### src/rtl/ifd_pkg.sv
package ifd_pkg;
  localparam int BYTE_W     = 8;
  localparam int NIB_W      = 4;
  localparam int INSN_BYTES = 3;
  localparam int INSN_W     = BYTE_W * INSN_BYTES;
  localparam int CALL_W     = 18;
  localparam int BR12_W     = 12;
  localparam int IMM16_W    = 16;
  localparam int NARROW_MIN = 8;
  localparam int WIDE_LEN   = 3;
  localparam int NARROW_LEN = 2;

  typedef struct packed {
    logic [NIB_W-1:0]   op0;
    logic [NIB_W-1:0]   op1;
    logic [NIB_W-1:0]   op2;
    logic [NIB_W-1:0]   r;
    logic [NIB_W-1:0]   s;
    logic [NIB_W-1:0]   t;
    logic [1:0]         call_n;
    logic [1:0]         m;
    logic [BYTE_W-1:0]  imm8_raw;
    logic [IMM16_W-1:0] imm16;
    logic [CALL_W-1:0]  call_raw;
    logic [BR12_W-1:0]  br_raw;
  } fields_t;
endpackage

### src/rtl/ifd_field_split.sv
module ifd_field_split
  import ifd_pkg::*;
#(
  parameter bit BIG_ENDIAN = 1'b0
) (
  input  logic [INSN_W-1:0] word_i,
  output fields_t           fld_o
);
  logic [BYTE_W-1:0] b0, b1, b2;

  always_comb begin
    b0 = word_i[BYTE_W-1:0];
    b1 = word_i[2*BYTE_W-1:BYTE_W];
    b2 = word_i[3*BYTE_W-1:2*BYTE_W];
  end

  generate
    if (BIG_ENDIAN) begin : g_be
      always_comb begin
        fld_o.op0      = b0[7:4];
        fld_o.t        = b0[3:0];
        fld_o.s        = b1[7:4];
        fld_o.r        = b1[3:0];
        fld_o.op1      = b2[7:4];
        fld_o.op2      = b2[3:0];
        fld_o.call_n   = b0[3:2];
        fld_o.m        = b0[1:0];
        fld_o.imm8_raw = b2;
        fld_o.imm16    = {b1, b2};
        fld_o.call_raw = {b0[1:0], b1, b2};
        fld_o.br_raw   = {b1[3:0], b2};
      end
    end else begin : g_le
      always_comb begin
        fld_o.op0      = b0[3:0];
        fld_o.t        = b0[7:4];
        fld_o.s        = b1[3:0];
        fld_o.r        = b1[7:4];
        fld_o.op1      = b2[3:0];
        fld_o.op2      = b2[7:4];
        fld_o.call_n   = b0[5:4];
        fld_o.m        = b0[7:6];
        fld_o.imm8_raw = b2;
        fld_o.imm16    = {b2, b1};
        fld_o.call_raw = {b2, b1, b0[7:6]};
        fld_o.br_raw   = {b2, b1[7:4]};
      end
    end
  endgenerate
endmodule

### src/rtl/ifd_imm_build.sv
module ifd_imm_build
  import ifd_pkg::*;
#(
  parameter int DATA_W = 32
) (
  input  fields_t           fld_i,
  output logic [DATA_W-1:0] imm8_o,
  output logic [DATA_W-1:0] imm12_o,
  output logic [DATA_W-1:0] call_o,
  output logic [DATA_W-1:0] addi_o,
  output logic [DATA_W-1:0] movi_o
);
  localparam logic [DATA_W-1:0] MOVI_LOW  = DATA_W'(7'h7f);
  localparam logic [DATA_W-1:0] MOVI_FILL = ~MOVI_LOW;

  logic [DATA_W-1:0] movi_base;

  always_comb begin
    imm8_o  = {{(DATA_W-BYTE_W){fld_i.imm8_raw[BYTE_W-1]}}, fld_i.imm8_raw};
    imm12_o = {{(DATA_W-BR12_W){fld_i.br_raw[BR12_W-1]}}, fld_i.br_raw};
    call_o  = {{(DATA_W-CALL_W){fld_i.call_raw[CALL_W-1]}}, fld_i.call_raw};

    if (fld_i.t == '0) addi_o = '1;
    else               addi_o = DATA_W'(fld_i.t);

    movi_base = DATA_W'({fld_i.t, fld_i.r});
    if (fld_i.t[2:1] == 2'b11) movi_o = movi_base | MOVI_FILL;
    else                       movi_o = movi_base;
  end
endmodule

### src/rtl/ifd_len_check.sv
module ifd_len_check
  import ifd_pkg::*;
#(
  parameter int PC_W = 32
) (
  input  logic [NIB_W-1:0] op0_i,
  input  logic [PC_W-1:0]  pc_i,
  input  logic             narrow_en_i,
  output logic             narrow_o,
  output logic             illegal_o,
  output logic [PC_W-1:0]  next_pc_o
);
  localparam logic [NIB_W-1:0] SPLIT = NIB_W'(NARROW_MIN);

  always_comb begin
    narrow_o  = (op0_i >= SPLIT);
    illegal_o = narrow_o && !narrow_en_i;
    next_pc_o = pc_i + (narrow_o ? PC_W'(NARROW_LEN) : PC_W'(WIDE_LEN));
  end
endmodule

### src/rtl/ifd_decoder.sv
module ifd_decoder
  import ifd_pkg::*;
#(
  parameter bit BIG_ENDIAN = 1'b0,
  parameter int PC_W       = 32,
  parameter int DATA_W     = 32
) (
  input  logic              clk,
  input  logic              rst_n,
  input  logic              in_valid_i,
  input  logic              narrow_en_i,
  input  logic [PC_W-1:0]   pc_i,
  input  logic [23:0]       fetch_i,
  output logic              out_valid_o,
  output logic [3:0]        op0_o,
  output logic [3:0]        op1_o,
  output logic [3:0]        op2_o,
  output logic [3:0]        reg_r_o,
  output logic [3:0]        reg_s_o,
  output logic [3:0]        reg_t_o,
  output logic              narrow_o,
  output logic              illegal_o,
  output logic [PC_W-1:0]   next_pc_o,
  output logic [DATA_W-1:0] imm8_o,
  output logic [15:0]       imm16_o,
  output logic [DATA_W-1:0] imm12_o,
  output logic [DATA_W-1:0] call_ofs_o,
  output logic [1:0]        call_n_o,
  output logic [1:0]        m_o,
  output logic [DATA_W-1:0] addi_o,
  output logic [DATA_W-1:0] movi_o
);
  fields_t           fld;
  logic              narrow_d, illegal_d;
  logic [PC_W-1:0]   npc_d;
  logic [DATA_W-1:0] imm8_d, imm12_d, call_d, addi_d, movi_d;

  ifd_field_split #(.BIG_ENDIAN(BIG_ENDIAN)) u_split (
    .word_i (fetch_i),
    .fld_o  (fld)
  );

  ifd_imm_build #(.DATA_W(DATA_W)) u_imm (
    .fld_i   (fld),
    .imm8_o  (imm8_d),
    .imm12_o (imm12_d),
    .call_o  (call_d),
    .addi_o  (addi_d),
    .movi_o  (movi_d)
  );

  ifd_len_check #(.PC_W(PC_W)) u_len (
    .op0_i       (fld.op0),
    .pc_i        (pc_i),
    .narrow_en_i (narrow_en_i),
    .narrow_o    (narrow_d),
    .illegal_o   (illegal_d),
    .next_pc_o   (npc_d)
  );

  always_ff @(posedge clk or negedge rst_n) begin
    if (!rst_n) out_valid_o <= 1'b0;
    else        out_valid_o <= in_valid_i;
  end

  always_ff @(posedge clk or negedge rst_n) begin
    if (!rst_n) begin
      op0_o      <= '0;
      op1_o      <= '0;
      op2_o      <= '0;
      reg_r_o    <= '0;
      reg_s_o    <= '0;
      reg_t_o    <= '0;
      narrow_o   <= 1'b0;
      illegal_o  <= 1'b0;
      next_pc_o  <= '0;
      imm8_o     <= '0;
      imm16_o    <= '0;
      imm12_o    <= '0;
      call_ofs_o <= '0;
      call_n_o   <= '0;
      m_o        <= '0;
      addi_o     <= '0;
      movi_o     <= '0;
    end else if (in_valid_i) begin
      op0_o      <= fld.op0;
      op1_o      <= fld.op1;
      op2_o      <= fld.op2;
      reg_r_o    <= fld.r;
      reg_s_o    <= fld.s;
      reg_t_o    <= fld.t;
      narrow_o   <= narrow_d;
      illegal_o  <= illegal_d;
      next_pc_o  <= npc_d;
      imm8_o     <= imm8_d;
      imm16_o    <= fld.imm16;
      imm12_o    <= imm12_d;
      call_ofs_o <= call_d;
      call_n_o   <= fld.call_n;
      m_o        <= fld.m;
      addi_o     <= addi_d;
      movi_o     <= movi_d;
    end
  end
endmodule

### config.mk
export PLATFORM = sky130hd
export DESIGN_NAME = ifd_decoder
export DESIGN_NICKNAME = d
export VERILOG_FILES = /design/src/rtl/ifd_pkg.sv /design/src/rtl/ifd_field_split.sv /design/src/rtl/ifd_imm_build.sv /design/src/rtl/ifd_len_check.sv /design/src/rtl/ifd_decoder.sv
export SDC_FILE = /design/constraint.sdc
export NUM_CORES = 1
export LEC_CHECK = 0
export ABC_AREA = 1
export CAP_MARGIN = 20
export CORE_AREA = 2 2 115 117
export DETAILED_ROUTE_END_ITERATION = 7
export DIE_AREA = 0 0 117 119
export GPL_TIMING_DRIVEN = 0
export PLACE_DENSITY = 0.93
export SLEW_MARGIN = 20
export SYNTH_ARGS = -nofsm -noshare
export SYNTH_HDL_FRONTEND = slang
export SYNTH_SLANG_ARGS = --single-unit
### constraint.sdc
create_clock -name clk -period 2.8 [get_ports clk]
set_input_delay 0.42 -clock clk [delete_from_list [all_inputs] [get_ports clk]]
set_output_delay 0.42 -clock clk [all_outputs]
set_load 0.01 [all_outputs]
==> out/metrics.yaml <==
clk_path_buf_depth: 2
internal_power_mw: 2.595
grt_max_degree: 43
via_per_inst: 4.351
cts_setup_buffers: 0
crit_arrival_ns: 1.99
tightest_slew_ns: 0.8270
synth_cell_type_count: 24
combPwrFrac_pct: 37.7
nets: 1010
grt_pass1_vias: 4703
rows: 42
drv_cap: 0
avgRoutedWirePerCell_um: 14.64
crit_type: "reg2out"
antenna_found_initial: 0
rsz0062_at_grt: "no"
path_max_fanout: 25
ir_drop_mv: 0.2125
numCtsBuffers: 9
p_sw_share_pct: 28.37
ctsResizeCount: 0
cts_tree: "done"
start_util_pct: 36.51
die_width_um: 117
setup_viol: 0
hold_buffers: 0
power_per_cell_area_nw_per_um2: 440.2
port_buffers: 298
grt-ovfl-total: 0
pin_count: 299
p_leak_nw: 3.942
drive_gt1_share_pct: 22.16
postPlaceCellArea_sq_um: 7943
ys_ff_latch: 66
drv_slew: 0
hold_viol_final: 0
postSynthAreaPerCell_sq_um: 7.380
syn_inst: 637
finalCritPeriodShare_pct: 86.05
relSlewSlack_pct: 44.87
layout_min_cycle_time_ns: 2.409
antenna_left: 0
grt_usage_pct: 23.39
ys_seq_area_share_pct: 35.13
power_frac_seq_pct: 31.4
dp_hpwl_um: 13420
hp-class: "in2async"
areaGrowthSynthToFinish_pct: 75.09
crit_path_start_kind: "register"
dr.pass1.iters: 5
post-route-util_pct: 63.93
p_clk_share_pct: 30.8
layout.cells.most_common_list: "297 x clkdlybuf4s50_1, 238 x nand2_1, 177 x buf_4"
cts-root-buf: "clkbuf_16"
antenna_cells: 0
critPathRequiredTime_ns: 2.38
syn_nets: 699
drtIter0Drc: 234
netlist_area_sq_um: 4701
yosysWarnings: 0
drc: 0
preCtsSetupSlack_ns: 0.5936
max_freq_ghz: 0.4150
crit_path_end_kind: "output pin"
gp_congestion: 0.9214
clkSlewWorstSetupHoldPaths_ns: 0.06
htreeDepth: 3
fin_skew_ns: 0
status: "completed"
setup_ws_ns: 0.3906
die_area_sq_um: 13920
vias: 4908
core_sq_um: 12870
power.switching_mw: 1.028
design_area_sq_um: 8230
final_common_cell: "clkdlybuf4s50_1"
grt_pass1_wl_um: 24920
power_mw: 3.623
clock-sinks: 66
die-height_um: 119
clk_latency_ns: 0.33
hold_slack_ns: 0.02509
drt_wl_total_um: 16520
==> area by class of cell <==
type,instances,area (sq um)
clock buffer,13,250.2
timing repair buffer,300,3020
clock inverter,2,37.54
tap,176,220.2
multi-input combinational,359,1583
buffer,186,1369
fill,1035,4644
inverter,26,97.59
sequential,66,1653
==> worst max-delay path: stages, from the launching register on <==
cell and delay (ns):
dfrtp_1 0.87, buf_4 0.23, clkdlybuf4s50_1 0.55
==> routing by layer <==
metal  track usage, %  part of all wire (%)  up-vias
met5                0                     0        -
met4            7.353                   2.2        0
met3            5.242                   6.2       33
met2            44.62                    55      215
met1            24.89                    37     2262
li1                 -                     -     2398
==> Yosys cell counts <==
master | instances | area share [%]
a31oi_1 | 1 | 0.13
buf_4 | 176 | 28
clkbuf_1 | 9 | 0.72
clkbuf_8 | 1 | 0.29
dfrtp_1 | 66 | 35
ha_1 | 2 | 0.53
inv_1 | 24 | 1.9
inv_2 | 2 | 0.16
nand2_1 | 238 | 19
nand2_2 | 3 | 0.40
nand2_4 | 1 | 0.24
nand3_1 | 24 | 2.6
nand3b_1 | 8 | 1.3
nor2_1 | 41 | 3.3
nor2_2 | 8 | 1.1
nor2_4 | 3 | 0.72
nor2_8 | 1 | 0.43
nor3_1 | 1 | 0.11
nor4_1 | 1 | 0.13
o21ai_0 | 12 | 1.3
o21ai_1 | 3 | 0.32
o21bai_1 | 1 | 0.16
xnor2_1 | 1 | 0.19
xor2_1 | 10 | 1.9
==> registers in the layout (all words and copies together) (netlist names) <==
name	flops
reg_s_o	3
op0_o	4
imm8_o	1
reg_r_o	3
illegal_o	1
movi_o	2
op2_o	4
addi_o	5
narrow_o	1
op1_o	3
next_pc_o	32
imm16_o	2
reg_t_o	3
out_valid_o	1
call_ofs_o	1
==> path summary, 6_finish.rpt <==
check / endpoint / depth (start not counted) / startpoint / slack (ns)
worst min-delay path: next_pc_o[25] / 1 / rst_n / 0.03
max in group asynchronous: imm8_o[3] / 2 / rst_n / 2.23
worst max-delay path: movi_o[18] / 2 / movi_o[30] / 0.39
min in group clk: op0_o[1] / 2 / op0_o[1] / 0.48
worst min register to register: op0_o[1] / 2 / op0_o[1] / 0.48
worst max register to register: movi_o[30] / 2 / movi_o[30] / 1.64
==> metrics by stage <==
step / cells / TNS [ns]
after global placement: 1111 / -61.41
after CTS: 1128 / 0
after floorplan: 637 / 0
final: 1128 / 0
after global routing: 1128 / 0
after detailed placement: 1113 / 0
==> kinds of logic after synthesis <==
| family | Yosys count | synth area share (%) |
|---|---|---|
| compound gates | 17 | 1.890 |
| buf+inv | 212 | 31.20 |
| flops | 66 | 35.13 |
| simple gates | 329 | 29.20 |
| xor+xnor | 11 | 2.049 |
| fa+ha+maj | 2 | 0.5323 |
==> power by group through the flow <==
stage	logic [mW]	clock network (mW)	registers (mW)
6_report	1.37	1.12	1.14
5_1_grt	1.46	1.18	1.15
4_1_cts	1.38	1.14	1.14
3_5_place_dp	1.37	0	1.15
3_3_place_gp	1.33	0	1.16
2_1_floorplan	0.543	0	1.18
(Power assumes the default switching activity.)
